===== config.mk =====
export PLATFORM = sky130hd
export DESIGN_NAME = nand_boot_loader
export DESIGN_NICKNAME = d
export VERILOG_FILES = /design/src/rtl/nboot_pkg.sv /design/src/rtl/nboot_addr_decode.sv /design/src/rtl/nboot_seq.sv /design/src/rtl/nand_boot_loader.sv
export SDC_FILE = /design/constraint.sdc
export NUM_CORES = 1
export LEC_CHECK = 0
export BUFFER_PORTS_ARGS = -buffer_cell sky130_fd_sc_hd__clkbuf_2
export CAP_MARGIN = 30
export CELL_PAD_IN_SITES_DETAIL_PLACEMENT = 1
export CELL_PAD_IN_SITES_GLOBAL_PLACEMENT = 2
export CORE_AREA = 2 2 120 122
export CTS_CLUSTER_SIZE = 25
export DETAILED_ROUTE_END_ITERATION = 7
export DIE_AREA = 0 0 122 124
export MAX_ROUTING_LAYER = met4
export PLACE_DENSITY_LB_ADDON = 0.1
export REMOVE_ABC_BUFFERS = 1
export SLEW_MARGIN = 20
export SYNTH_ARGS = -nofsm -noshare
export SYNTH_HDL_FRONTEND = slang
export SYNTH_HIERARCHICAL = 1
export SYNTH_SLANG_ARGS = --single-unit

===== constraint.sdc =====
create_clock -name clk -period 2.5 [get_ports clk]
set_clock_uncertainty 0.2 [all_clocks]
set_input_delay 0.375 -clock clk [delete_from_list [all_inputs] [get_ports clk]]
set_output_delay 0.375 -clock clk [all_outputs]
set_load 0.005 [all_outputs]

===== src/rtl/nboot_pkg.sv =====
package nboot_pkg;

  typedef enum logic [3:0] {
    ST_IDLE, ST_CMD_RD, ST_ADDR, ST_CMD_GO,
    ST_WAIT_LO, ST_WAIT_HI, ST_READ, ST_DONE, ST_FAIL
  } seq_state_t;

  localparam logic [7:0] CMD_READ_SETUP = 8'h00;
  localparam logic [7:0] CMD_READ_GO    = 8'h30;
  localparam int         ADDR_CYCLES    = 5;

  // Byte sent in address cycle idx: two zero column bytes, then row LSB first.
  function automatic logic [7:0] addr_byte(input logic [23:0] row, input logic [2:0] idx);
    case (idx)
      3'd2:    return row[7:0];
      3'd3:    return row[15:8];
      3'd4:    return row[23:16];
      default: return 8'h00;
    endcase
  endfunction

endpackage


===== src/rtl/nboot_addr_decode.sv =====
module nboot_addr_decode #(
  parameter int BANK_SHIFT = 27
) (
  input  logic [31:0] cpu_addr,
  input  logic        nand_mode,
  output logic        cpu_sel_sram,
  output logic        cpu_sel_bank0_n
);
  logic low_bank;
  assign low_bank        = (cpu_addr >> BANK_SHIFT) == 32'd0;
  assign cpu_sel_sram    = low_bank && nand_mode;
  assign cpu_sel_bank0_n = !(low_bank && !nand_mode);
endmodule


===== src/rtl/nboot_seq.sv =====
module nboot_seq
  import nboot_pkg::*;
#(
  parameter int PAGE_BYTES = 512,
  parameter int NUM_PAGES  = 8,
  parameter int TO_W       = 16,
  parameter int SRAM_AW    = 12
) (
  input  logic               clk,
  input  logic               rst_n,
  input  logic               boot_nand,
  input  logic [TO_W-1:0]    rb_timeout_limit,
  input  logic               nand_rb_n,
  input  logic [7:0]         nand_io_in,
  output logic               nand_cle,
  output logic               nand_ale,
  output logic               nand_we_n,
  output logic               nand_re_n,
  output logic [7:0]         nand_io_out,
  output logic               nand_io_oe,
  output logic               sram_we,
  output logic [SRAM_AW-1:0] sram_addr,
  output logic [7:0]         sram_wdata,
  output logic               nand_mode,
  output logic               copy_done,
  output logic               copy_fail
);
  localparam int BYTE_W = $clog2(PAGE_BYTES);
  localparam int PG_W   = (NUM_PAGES > 1) ? $clog2(NUM_PAGES) : 1;

  seq_state_t          state;
  logic                ph;
  logic [2:0]          aidx;
  logic [PG_W-1:0]     page;
  logic [BYTE_W-1:0]   bcnt;
  logic [SRAM_AW-1:0]  wptr;
  logic [TO_W-1:0]     wcnt;

  // Named internal events
  logic step_end, byte_last, page_last, to_hit, addr_last;
  assign step_end  = ph;
  assign byte_last = bcnt == BYTE_W'(PAGE_BYTES - 1);
  assign page_last = page == PG_W'(NUM_PAGES - 1);
  assign to_hit    = wcnt >= rb_timeout_limit;
  assign addr_last = aidx == 3'(ADDR_CYCLES - 1);

  assign nand_cle    = (state == ST_CMD_RD) || (state == ST_CMD_GO);
  assign nand_ale    = (state == ST_ADDR);
  assign nand_io_oe  = nand_cle || nand_ale;
  assign nand_we_n   = !(nand_io_oe && !ph);
  assign nand_re_n   = !((state == ST_READ) && !ph);
  assign nand_io_out = (state == ST_CMD_RD) ? CMD_READ_SETUP :
                       (state == ST_CMD_GO) ? CMD_READ_GO :
                       addr_byte(24'(page), aidx);
  assign copy_done   = (state == ST_DONE);
  assign copy_fail   = (state == ST_FAIL);

  always_ff @(posedge clk or negedge rst_n) begin
    if (!rst_n) begin
      state      <= ST_IDLE;
      ph         <= 1'b0;
      aidx       <= '0;
      page       <= '0;
      bcnt       <= '0;
      wptr       <= '0;
      wcnt       <= '0;
      nand_mode  <= 1'b0;
      sram_we    <= 1'b0;
      sram_addr  <= '0;
      sram_wdata <= '0;
    end else begin
      sram_we <= 1'b0;
      case (state)
        ST_IDLE: begin
          nand_mode <= boot_nand;
          state     <= boot_nand ? ST_CMD_RD : ST_DONE;
          ph        <= 1'b0;
        end
        ST_CMD_RD: begin
          ph <= ~ph;
          if (step_end) begin
            state <= ST_ADDR;
            aidx  <= '0;
          end
        end
        ST_ADDR: begin
          ph <= ~ph;
          if (step_end) begin
            if (addr_last) state <= ST_CMD_GO;
            else           aidx  <= aidx + 3'd1;
          end
        end
        ST_CMD_GO: begin
          ph <= ~ph;
          if (step_end) begin
            state <= ST_WAIT_LO;
            wcnt  <= '0;
          end
        end
        ST_WAIT_LO: begin
          if (!nand_rb_n) begin
            state <= ST_WAIT_HI;
            wcnt  <= '0;
          end else if (to_hit) state <= ST_FAIL;
          else                 wcnt  <= wcnt + 1'b1;
        end
        ST_WAIT_HI: begin
          if (nand_rb_n) begin
            state <= ST_READ;
            ph    <= 1'b0;
            bcnt  <= '0;
          end else if (to_hit) state <= ST_FAIL;
          else                 wcnt  <= wcnt + 1'b1;
        end
        ST_READ: begin
          ph <= ~ph;
          if (!step_end) begin
            sram_we    <= 1'b1;
            sram_wdata <= nand_io_in;
            sram_addr  <= wptr;
            wptr       <= wptr + 1'b1;
          end else if (byte_last) begin
            if (page_last) state <= ST_DONE;
            else begin
              page  <= page + 1'b1;
              state <= ST_CMD_RD;
            end
          end else begin
            bcnt <= bcnt + 1'b1;
          end
        end
        default: ;
      endcase
    end
  end
endmodule


===== src/rtl/nand_boot_loader.sv =====
module nand_boot_loader #(
  parameter  int PAGE_BYTES = 512,
  parameter  int NUM_PAGES  = 8,
  parameter  int TO_W       = 16,
  parameter  int BANK_SHIFT = 27,
  localparam int SRAM_AW    = $clog2(PAGE_BYTES * NUM_PAGES)
) (
  input  logic               clk,
  input  logic               rst_n,
  input  logic               boot_nand,
  input  logic [TO_W-1:0]    rb_timeout_limit,
  output logic               nand_cle,
  output logic               nand_ale,
  output logic               nand_we_n,
  output logic               nand_re_n,
  input  logic               nand_rb_n,
  input  logic [7:0]         nand_io_in,
  output logic [7:0]         nand_io_out,
  output logic               nand_io_oe,
  output logic               sram_we,
  output logic [SRAM_AW-1:0] sram_addr,
  output logic [7:0]         sram_wdata,
  input  logic [31:0]        cpu_addr,
  output logic               cpu_sel_sram,
  output logic               cpu_sel_bank0_n,
  output logic               cpu_rst_n,
  output logic               boot_done,
  output logic               boot_timeout
);
  logic nand_mode, copy_done, copy_fail;

  nboot_seq #(
    .PAGE_BYTES(PAGE_BYTES), .NUM_PAGES(NUM_PAGES),
    .TO_W(TO_W), .SRAM_AW(SRAM_AW)
  ) u_seq (
    .clk(clk), .rst_n(rst_n), .boot_nand(boot_nand),
    .rb_timeout_limit(rb_timeout_limit), .nand_rb_n(nand_rb_n),
    .nand_io_in(nand_io_in), .nand_cle(nand_cle), .nand_ale(nand_ale),
    .nand_we_n(nand_we_n), .nand_re_n(nand_re_n), .nand_io_out(nand_io_out),
    .nand_io_oe(nand_io_oe), .sram_we(sram_we), .sram_addr(sram_addr),
    .sram_wdata(sram_wdata), .nand_mode(nand_mode),
    .copy_done(copy_done), .copy_fail(copy_fail)
  );

  nboot_addr_decode #(.BANK_SHIFT(BANK_SHIFT)) u_dec (
    .cpu_addr(cpu_addr), .nand_mode(nand_mode),
    .cpu_sel_sram(cpu_sel_sram), .cpu_sel_bank0_n(cpu_sel_bank0_n)
  );

  assign cpu_rst_n    = copy_done;
  assign boot_done    = copy_done;
  assign boot_timeout = copy_fail;
endmodule


==> results.toml, run 1 <==
[layout]
num_antenna_cells = 0
final_nets = 603
utilization_pct = 39.6
fill_cells = 1585
multi_input_area_um2 = 2250
postLayoutCellArea_um2 = 5430
drive_gt1_share_pct = 39.2
synthToLayoutAreaGrowth_pct = 36.8
seqCellArea_um2 = 1750

[grt]
grt_antenna_before_repair = 0
grt_max_degree = 31
grt_pass1_wl_mm = 17.4
grt_usage_pct = 15.2
grt_pass1_vias = 3638
grt_overflow = 0

[setup_path]
critPathMaxFanout = 9
cp-end-kind = "register"
cp_cell_sequence = "ha_4 > nor2b_4 > o211a_1 > o311ai_4 > nand3_4 > buf_6 > or4_4 > a21oi_2"
startpoint_type = "register"
ff2ff_setup_slack_ps = -60
cpPeakStageDelay_ps = 510
worstRegToRegCells = 8
worst-path-buf-inv = 1
reg2reg_from = "u_seq/wcnt[1]"
worstReg2RegEnd = "u_seq/wcnt[7]"
critical_path_class = "reg2reg"
critPathTopFamily = "simple AND/OR/NAND/NOR gates"
crit_required_ps = 2570
arrival_ps = 2630
slowest_stage = "or4_4"

[pwr]
powerDensity_nw_per_um2 = 832
peakVddDrop_v = 0.000393
cellLeakagePower_nw = 2.57

[clocking]
cts.sinks = 70
cts_root_buffer = "clkbuf_16"
htree_levels = 3
clockBufferDepth = 2
insertion_delay_ps = 340
cts_buffers = 9
cts_tree = "done"
path_clk_slew_ps = 60

[yosys]
synth.most_common_cell = "dfrtp_1"
synth_top_cells_by_area = "dfrtp_1 44%, ha_1 7.9%, mux2_2 7.4%, a21oi_1 4.0%, nand2_1 3.1%"
synth_edf_count = 0
synth_area_um2 = 3970
synthCells = 407
ys_types = 51
synth_seq_cells = 70
ys_seq_area_share_pct = 44.2
syn_area_per_cell_um2 = 9.75
ys_async_sr_fraction_pct = 100
yosys.area.top_type_share_pct = 44.2
ys.flop_type = "dfrtp_1"
synth.yosys.warnings = 6
synth_top_area_cell = "dfrtp_1"
synth_common_cells = "70 x dfrtp_1, 33 x nand2_1, 32 x a21oi_1, 27 x nor2_1, 26 x mux2_2"

[placed_design]
placed_cell_area_um2 = 4770
dp_hpwl_mm = 7.78
io_buffers = 68
place_congestion = 0.760

[timing]
rsz0062_at_grt = "yes"
max_freq_mhz = 391
setup_tns_ps = -415
finalCritPeriodShare_pct = 102
hold_viol_final = 0
layout_setup_ws_ps = -57.5
setup_viol = 12
finalCriticalPeriod_ps = 2560
drv_slew = 0
timing.hold.ws_ps = 62.8

[die]
die_y_um = 124
core_area_um2 = 13700
pin_count = 99
start_util_pct = 28.9
dieArea_um2 = 15100
dieWidth_um = 122
num_rows = 43

[min_path]
hp-start = "nand_io_in[2]"
hold_class = "in2reg"
hold_end = "u_seq/sram_wdata[2]"
hold_path_depth = 2

[run_status]
outcome = "finished with violations"
failed_checks = "setup timing"

[drt]
drt_iter0_drc = 69
wl_per_cell_um = 14.9
drt_first_pass_iters = 4
drc = 0
vias_per_cell = 4.84
vias = 3404
final_antenna_net_count = 0
totalWireLength_mm = 10.5

[run]
maxCapViolations = 0
==> metal layers <==
layer  share of wire [%]  track usage (%)  vias to the layer above
met5                   0                -                        -
met4                 2.0             6.47                        0
met3                 2.3             2.61                       16
met2                  51             26.0                       44
met1                  44             17.6                     1670
li1                    -                -                     1674
==> cell usage in the layout (no fill, tap or decap), types with 6 or more instances in the layout <==
cell / netlist / routed
clkbuf_16: 0 / 9
clkbuf_2: 0 / 67
dfrtp_1: 70 / 70
nand2_1: 33 / 33
o21ai_0: 14 / 11
and2_1: 6 / 6
and3_1: 10 / 10
buf_4: 5 / 46
o31ai_1: 13 / 13
nand4_1: 10 / 10
ha_1: 25 / 19
mux2_2: 26 / 26
or4_4: 0 / 9
a21oi_2: 0 / 10
xor2_1: 6 / 6
nor2_1: 27 / 27
inv_1: 24 / 23
nand3_1: 18 / 17
xnor2_1: 11 / 11
a21oi_1: 32 / 22
==> final cells by class <==
class / instances / share of cell area [%]
clock inverter: 6 / 1.71
inverter: 24 / 1.66
multi-input combinational: 293 / 41.5
clock buffer: 10 / 4.40
sequential: 70 / 32.3
tap: 180 / 4.15
timing repair buffer: 120 / 14.3
==> how the worst max path moves through the flow <==
stage | from | slack [ps] | cells past startpoint | end
4_1_cts | u_seq/wcnt[1] | -70 | 8 | u_seq/wcnt[13]
3_3_place_gp | rb_timeout_limit[1] | -310 | 10 | u_seq/wcnt[15]
3_5_place_dp | rb_timeout_limit[1] | -340 | 10 | u_seq/wcnt[13]
2_1_floorplan | rb_timeout_limit[1] | -330 | 8 | u_seq/wcnt[10]
6_report | u_seq/wcnt[1] | -60 | 8 | u_seq/wcnt[7]
5_1_grt | u_seq/wcnt[1] | -110 | 8 | u_seq/wcnt[13]
==> stage by stage <==
stage	cells	worst slack, ps	power, mW
floorplan	387	-327	2.31
global placement	678	-305	2.95
detailed placement	678	-345	2.97
CTS	698	-66.1	4.46
global route	703	-108	4.84
finish	703	-57.5	4.51
==> worst register-to-register path, delay by kind of cell (launching register included) <==
kind / cells / cell delay (ps)
compound gates: 3 / 730
fa+ha+maj: 1 / 230
simple gates: 3 / 760
buf+inv: 1 / 160
flops: 1 / 410
==> power by group <==
group          internal (mW)  switching, mW  total, mW
Clock                  0.907          0.512       1.42
Combinational          0.736          0.834       1.57
Sequential              1.35          0.179       1.52
Total                   2.99           1.52       4.51
==> logic make-up after synthesis <==
family / count (synthesis) / share of synthesized area [%]
adders and majority gates: 25 / 7.88
and+or+nand+nor: 147 / 20.0
DFF: 70 / 44.2
xor gates and xnor gates: 17 / 3.75
muxes: 27 / 7.63
AOI/OAI and AO/OA: 74 / 11.4
buffers and inverters: 46 / 5.08
other: 1 / 0.0945
==> state kept, by name, summed over array words and instances (netlist names) <==
| name | count |
|---|---|
| u_seq/ph | 1 |
| u_seq/sram_addr | 12 |
| u_seq/wptr | 12 |
| u_seq/aidx | 3 |
| u_seq/state | 4 |
| u_seq/wcnt | 16 |
| u_seq/sram_wdata | 8 |
| u_seq/sram_we | 1 |
| u_seq/nand_mode | 1 |
| u_seq/bcnt | 9 |
| u_seq/page | 3 |
==> timing repair <==
item,4_1_cts,5_1_grt
pin swaps,3,19
cloned,0,1
gates resized for setup,9,46
endpoints found under the hold margin,23,0
setup endpoints to repair,18,27
hold buffers,1,0
buffers inserted,3,4
(Power assumes the default switching activity.)
==> inputs of run 2 (changes only) <==
--- a/config.mk
+++ b/config.mk
@@ -5,14 +5,14 @@
 export SDC_FILE = /design/constraint.sdc
 export NUM_CORES = 1
 export LEC_CHECK = 0
-export BUFFER_PORTS_ARGS = -buffer_cell sky130_fd_sc_hd__clkbuf_2
+export BUFFER_PORTS_ARGS = -buffer_cell sky130_fd_sc_hd__buf_4
 export CAP_MARGIN = 30
 export CELL_PAD_IN_SITES_DETAIL_PLACEMENT = 1
 export CELL_PAD_IN_SITES_GLOBAL_PLACEMENT = 2
-export CORE_AREA = 2 2 120 122
+export CORE_AREA = 2 2 92 160
 export CTS_CLUSTER_SIZE = 25
 export DETAILED_ROUTE_END_ITERATION = 7
-export DIE_AREA = 0 0 122 124
+export DIE_AREA = 0 0 94 162
 export MAX_ROUTING_LAYER = met4
 export PLACE_DENSITY_LB_ADDON = 0.1
 export REMOVE_ABC_BUFFERS = 1
==> run 2 against run 1 <==
The flow still finishes with violations (setup timing). Sequential share of layout area decreased by 0.98 points. Sequential cell count unchanged. Register-to-register slack got worse by 160 ps.
==> results.toml, run 2 (synthesis gave the netlist of run 1 again) <==
[placed_design]
pre_cts_ws_ps = -427
place_congestion = 0.785
dp_hpwl_mm = 8.09
dp_cells = 675
placed_cell_area_um2 = 4970
io_buffers = 68

[setup_path]
arrival_ps = 2780
worstReg2RegEnd = "u_seq/wcnt[9]"
worstRegToRegCells = 9
critPathMaxFanout = 6
startpoint_type = "register"
crit_required_ps = 2570
ff2ff_setup_slack_ps = -210
reg2reg_from = "u_seq/wcnt[13]"
cp-end-kind = "register"
critical_path_class = "reg2reg"

[grt]
met3_usage_pct = 2.60
grt_pass1_vias = 3905
grt_antenna_before_repair = 0
grt_overflow = 0
grt_usage_pct = 15.9
grt-busiest-layer = "met2"
use_met2_pct = 30.4
gr-usage-met1_pct = 15.6
grt_max_degree = 33
grt_pass1_wl_mm = 18.5

[pwr]
comb_power_share_pct = 36.7
powerDensity_nw_per_um2 = 799
switching_share_pct = 34.3
power.net_switching_mw = 1.53
p_total_mw = 4.47
p_clk_share_pct = 29.5
peakVddDrop_v = 0.000494
cellLeakagePower_nw = 2.64
p_int_mw = 2.94
p_seq_share_pct = 33.7

[layout]
drive_gt1_share_pct = 37.5
utilization_pct = 40.3
synthToLayoutAreaGrowth_pct = 41.2
num_antenna_cells = 0
final_cells = 700
final_cell_mix = "110 x buf_4, 69 x dfrtp_1, 32 x nand2_1, 27 x nor2_1, 26 x a21oi_1"
reg_top3 = "u_seq/wcnt x16, u_seq/sram_addr x12, u_seq/wptr x12"
regMostFlops = "u_seq/wcnt"
largest_reg_flops = 16
layout_commonest_cell = "buf_4"
final_nets = 603
postLayoutCellArea_um2 = 5600

[timing]
setup_viol = 14
timing.hold.ws_ps = 62.1
drv_slew = 0
layout_setup_ws_ps = -213
max_freq_mhz = 369
setup_tns_ps = -2480
rsz0062_at_grt = "yes"
hold_viol_final = 0
finalCriticalPeriod_ps = 2710
finalCritPeriodShare_pct = 109

[drt]
vias = 3460
drt_iter0_drc = 60
wl_per_cell_um = 15.9
final_antenna_net_count = 0
drt_first_pass_iters = 4
totalWireLength_mm = 11.1
vias_per_cell = 4.94
drc = 0

[min_path]
hold_path_depth = 2
hold_end = "u_seq/sram_wdata[1]"
hold_class = "in2reg"
hp-start = "nand_io_in[1]"

[die]
dieArea_um2 = 15200
pin_count = 99
num_rows = 57
dieWidth_um = 94
core_area_um2 = 13900
start_util_pct = 28.5
die_y_um = 162

[clocking]
cts_buffers = 9
clockBufferDepth = 2
cts.sinks = 70
htree_levels = 3
cts_tree = "done"
path_clk_slew_ps = 60
cts_root_buffer = "clkbuf_16"
insertion_delay_ps = 340

[run]
maxCapViolations = 0

[run_status]
failed_checks = "setup timing"
outcome = "finished with violations"
-- run 2: cell count changes in the layout (fill, tap and decap cells not counted), sizes merged --
cell      before  now
inv           26   28
clkinvlp       2    0
clkinv         0    2
buf           52  119
bufinv         2    1
clkbuf        77    9
-- run 2: repair_timing --
item / in CTS / in global routing
hold endpoints to repair: 30 / 0
setup buffers: 5 / 2
gates resized for setup: 20 / 26
pin swaps: 18 / 12
setup endpoints to repair: 22 / 24
cloned: 2 / 0
hold buffers: 1 / 0
-- run 2: area by class of cell --
cell class	instances	area, um2
Tap cell	177	221
Timing Repair Buffer	120	1010
Multi-Input combinational cell	293	2220
Clock inverter	7	78.8
Inverter	24	90.1
Clock buffer	9	225
Sequential cell	70	1750
Fill cell	1590	8310
-- run 2: worst max path at each step --
stage	to	start	slack, ps
after floorplan	u_seq/wcnt[10]	rb_timeout_limit[1]	-330
after global placement	u_seq/wcnt[10]	rb_timeout_limit[13]	-400
after detailed placement	u_seq/wcnt[12]	rb_timeout_limit[13]	-430
after CTS	u_seq/wcnt[5]	u_seq/wcnt[12]	-220
after global routing	u_seq/wcnt[9]	u_seq/wcnt[14]	-330
final	u_seq/wcnt[9]	u_seq/wcnt[13]	-210
-- run 2: critical path, cell delays in order (launching register included) --
cell and delay [ps]:
dfrtp_1 420, ha_4 230, a211oi_2 170, nor2_1 90
nor4_2 350, buf_4 190, nand3_4 140, buf_16 190
or4_1 510, a21oi_2 130
-- run 2: layer usage --
metal / up-vias / share of wire, %
met4: 0 / 2.3
li1: 1660 / -
met2: 55 / 58
met3: 17 / 2.6
met1: 1728 / 37
met5: - / 0
-- run 2: power groups by stage --
stage,logic [mW],registers [mW],clock network (mW)
floorplan,0.743,1.56,0
global placement,1.52,1.53,0
detailed placement,1.55,1.53,0
CTS,1.59,1.51,1.37
global route,1.84,1.55,1.41
finish,1.64,1.51,1.32
==> inputs of run 3 (changes only) <==
--- a/config.mk
+++ b/config.mk
@@ -5,14 +5,14 @@
 export SDC_FILE = /design/constraint.sdc
 export NUM_CORES = 1
 export LEC_CHECK = 0
-export BUFFER_PORTS_ARGS = -buffer_cell sky130_fd_sc_hd__buf_4
 export CAP_MARGIN = 30
 export CELL_PAD_IN_SITES_DETAIL_PLACEMENT = 1
 export CELL_PAD_IN_SITES_GLOBAL_PLACEMENT = 2
-export CORE_AREA = 2 2 92 160
+export CORE_AREA = 2 2 84 146
 export CTS_CLUSTER_SIZE = 25
 export DETAILED_ROUTE_END_ITERATION = 7
-export DIE_AREA = 0 0 94 162
+export DIE_AREA = 0 0 86 148
+export DONT_BUFFER_PORTS = 1
 export MAX_ROUTING_LAYER = met4
 export PLACE_DENSITY_LB_ADDON = 0.1
 export REMOVE_ABC_BUFFERS = 1
==> run 3 against run 2 <==
Utilization increased by 4.1 points. Sequential share of layout area increased by 3.0 points. Worst hold slack better by 38 ps. Non-clock buffer count is 62 lower. Critical path depth stayed put. Total power is 5.0% lower. Combinational power shrank 15%. Critical path type unchanged. First-iteration DRC count up 17%. Critical endpoint is now u_seq/wcnt[3]. Routed wire length fell by 7.6%. Die area is 16% lower. Design area fell by 8.8%. The flow still finishes with violations (setup timing).
==> results.toml, run 3 (synthesis gave the netlist of run 1 again) <==
[grt]
grt_antenna_before_repair = 0
grt_usage_pct = 17.4
grt_pass1_wl_mm = 17.0
grt_max_degree = 71
grt-busiest-layer = "met2"
use_met2_pct = 32.5
gr-usage-met1_pct = 18.2
met3_usage_pct = 2.35
grt_overflow = 0
grt_pass1_vias = 3588

[placed_design]
dp_cells = 562
dp_hpwl_mm = 7.06
place_congestion = 0.791
io_buffers = 0

[timing]
layout_setup_ws_ps = -149
setup_tns_ps = -1500
drv_slew = 0
hold_viol_final = 0
max_freq_mhz = 377
setup_viol = 13
finalCriticalPeriod_ps = 2650
finalCritPeriodShare_pct = 106
rsz0062_at_grt = "yes"

[setup_path]
critPathTopFamily = "simple AND/OR/NAND/NOR gates"
startpoint_type = "register"
arrival_ps = 2710
cp-end-kind = "register"
cpPeakStageDelay_ps = 500
crit_required_ps = 2560
critical_path_class = "reg2reg"
worst-path-buf-inv = 2
slowest_stage = "or4_1"
critPathMaxFanout = 6
cp_cell_sequence = "ha_4 > a211oi_2 > nor2_2 > nor4_4 > buf_4 > nand3_4 > clkbuf_16 > or4_1 > a21oi_1"

[layout]
final_nets = 541
final_cell_mix = "70 x dfrtp_1, 38 x buf_4, 31 x nand2_1, 28 x a21oi_1, 26 x nor2_1"
largest_reg_flops = 16
fill_cells = 1238
regMostFlops = "u_seq/wcnt"
reg_top3 = "u_seq/wcnt x16, u_seq/sram_addr x12, u_seq/wptr x12"
layout_commonest_cell = "dfrtp_1"
drive_gt1_share_pct = 26.5
final_cells = 596
num_antenna_cells = 0
synthToLayoutAreaGrowth_pct = 28.8

[drt]
drc = 0
vias_per_cell = 5.37
wl_per_cell_um = 17.2
final_antenna_net_count = 0
vias = 3203
drt_iter0_drc = 70
totalWireLength_mm = 10.3
drt_first_pass_iters = 4

[die]
num_rows = 52
pin_count = 99
dieArea_um2 = 12700
dieWidth_um = 86
die_y_um = 148
start_util_pct = 34.5
core_area_um2 = 11500

[clocking]
cts_tree = "done"
cts_buffers = 9
clockBufferDepth = 2
cts_root_buffer = "clkbuf_16"
cts.sinks = 70
insertion_delay_ps = 340
path_clk_slew_ps = 60
htree_levels = 3

[run]
maxCapViolations = 0

[pwr]
peakVddDrop_v = 0.000492
powerDensity_nw_per_um2 = 832
cellLeakagePower_nw = 2.33
p_total_mw = 4.25

[run_status]
outcome = "finished with violations"
failed_checks = "setup timing"

[min_path]
hold_class = "in2reg"
-- run 3: cell types whose count changed in the layout (fill, tap and decap cells not counted), sizes merged --
| cell | delta |
|---|---|
| buf | -73 |
| clkbuf | +1 |
| dlygate4sd3 | +10 |
-- run 3: layer usage --
metal	wire [um]	vias to the layer above
met5	0	-
met1	3950	1600
li1	-	1534
met2	5880	54
met4	200	0
met3	227	15
-- run 3: repair_timing --
item                                    4_1_cts  5_1_grt
buffers inserted                              2        2
pin swaps                                     4       12
hold endpoints to repair                     80        0
resized for setup                            14       29
gates cloned                                  1        1
endpoints found under the setup margin       19       26
hold buffers                                 12        0
-- run 3: final timing paths --
kind	depth (start not counted)	start	slack, ps	end
worst min register to register	1	u_seq/wptr[11]	280	u_seq/wptr[11]
worst min-delay path	2	nand_rb_n	100	u_seq/state[0]
worst max-delay path	9	u_seq/wcnt[13]	-150	u_seq/wcnt[3]
worst max register to register	9	u_seq/wcnt[13]	-150	u_seq/wcnt[3]
max in group asynchronous	2	rst_n	1370	u_seq/state[2]
min in group asynchronous	2	rst_n	410	u_seq/bcnt[7]
-- run 3: layout make-up --
type / count / area [um2] / area share, %
Clock buffer: 9 / 225 / 4.41
Clock inverter: 7 / 78.8 / 1.54
Inverter: 24 / 90.1 / 1.76
Multi-Input combinational cell: 293 / 2220 / 43.5
Sequential cell: 70 / 1750 / 34.3
Tap cell: 135 / 169 / 3.31
Timing Repair Buffer: 58 / 573 / 11.2
-- run 3: through the flow --
| step | setup slack [ps] | instance area, um2 | utilization (%) | hold slack [ps] |
|---|---|---|---|---|
| 5_1_grt | -283 | 5110 | 44.4 | 123 |
| 2_1_floorplan | -327 | 3860 | - | -121 |
| 3_3_place_gp | -314 | 4370 | 38.0 | -119 |
| 4_1_cts | -292 | 4910 | 42.6 | 75.2 |
| 6_report | -149 | 5110 | 44.4 | 100 |
| 3_5_place_dp | -384 | 4370 | 38.0 | -119 |
-- run 3: worst register-to-register path, delay by kind of cell (launching register included) --
family	cells	cell delay (ps)
buffers and inverters	2	380
AND/OR/NAND/NOR	4	990
adder cells (fa/ha/maj)	1	230
AO/OA/AOI/OAI	2	360
flip-flops	1	410
-- run 3: power by group --
part | switching [mW] | internal (mW) | leakage (nW)
clock | 0.526 | 0.786 | 0.151
sequential | 0.192 | 1.35 | 0.936
combinational | 0.773 | 0.629 | 1.24
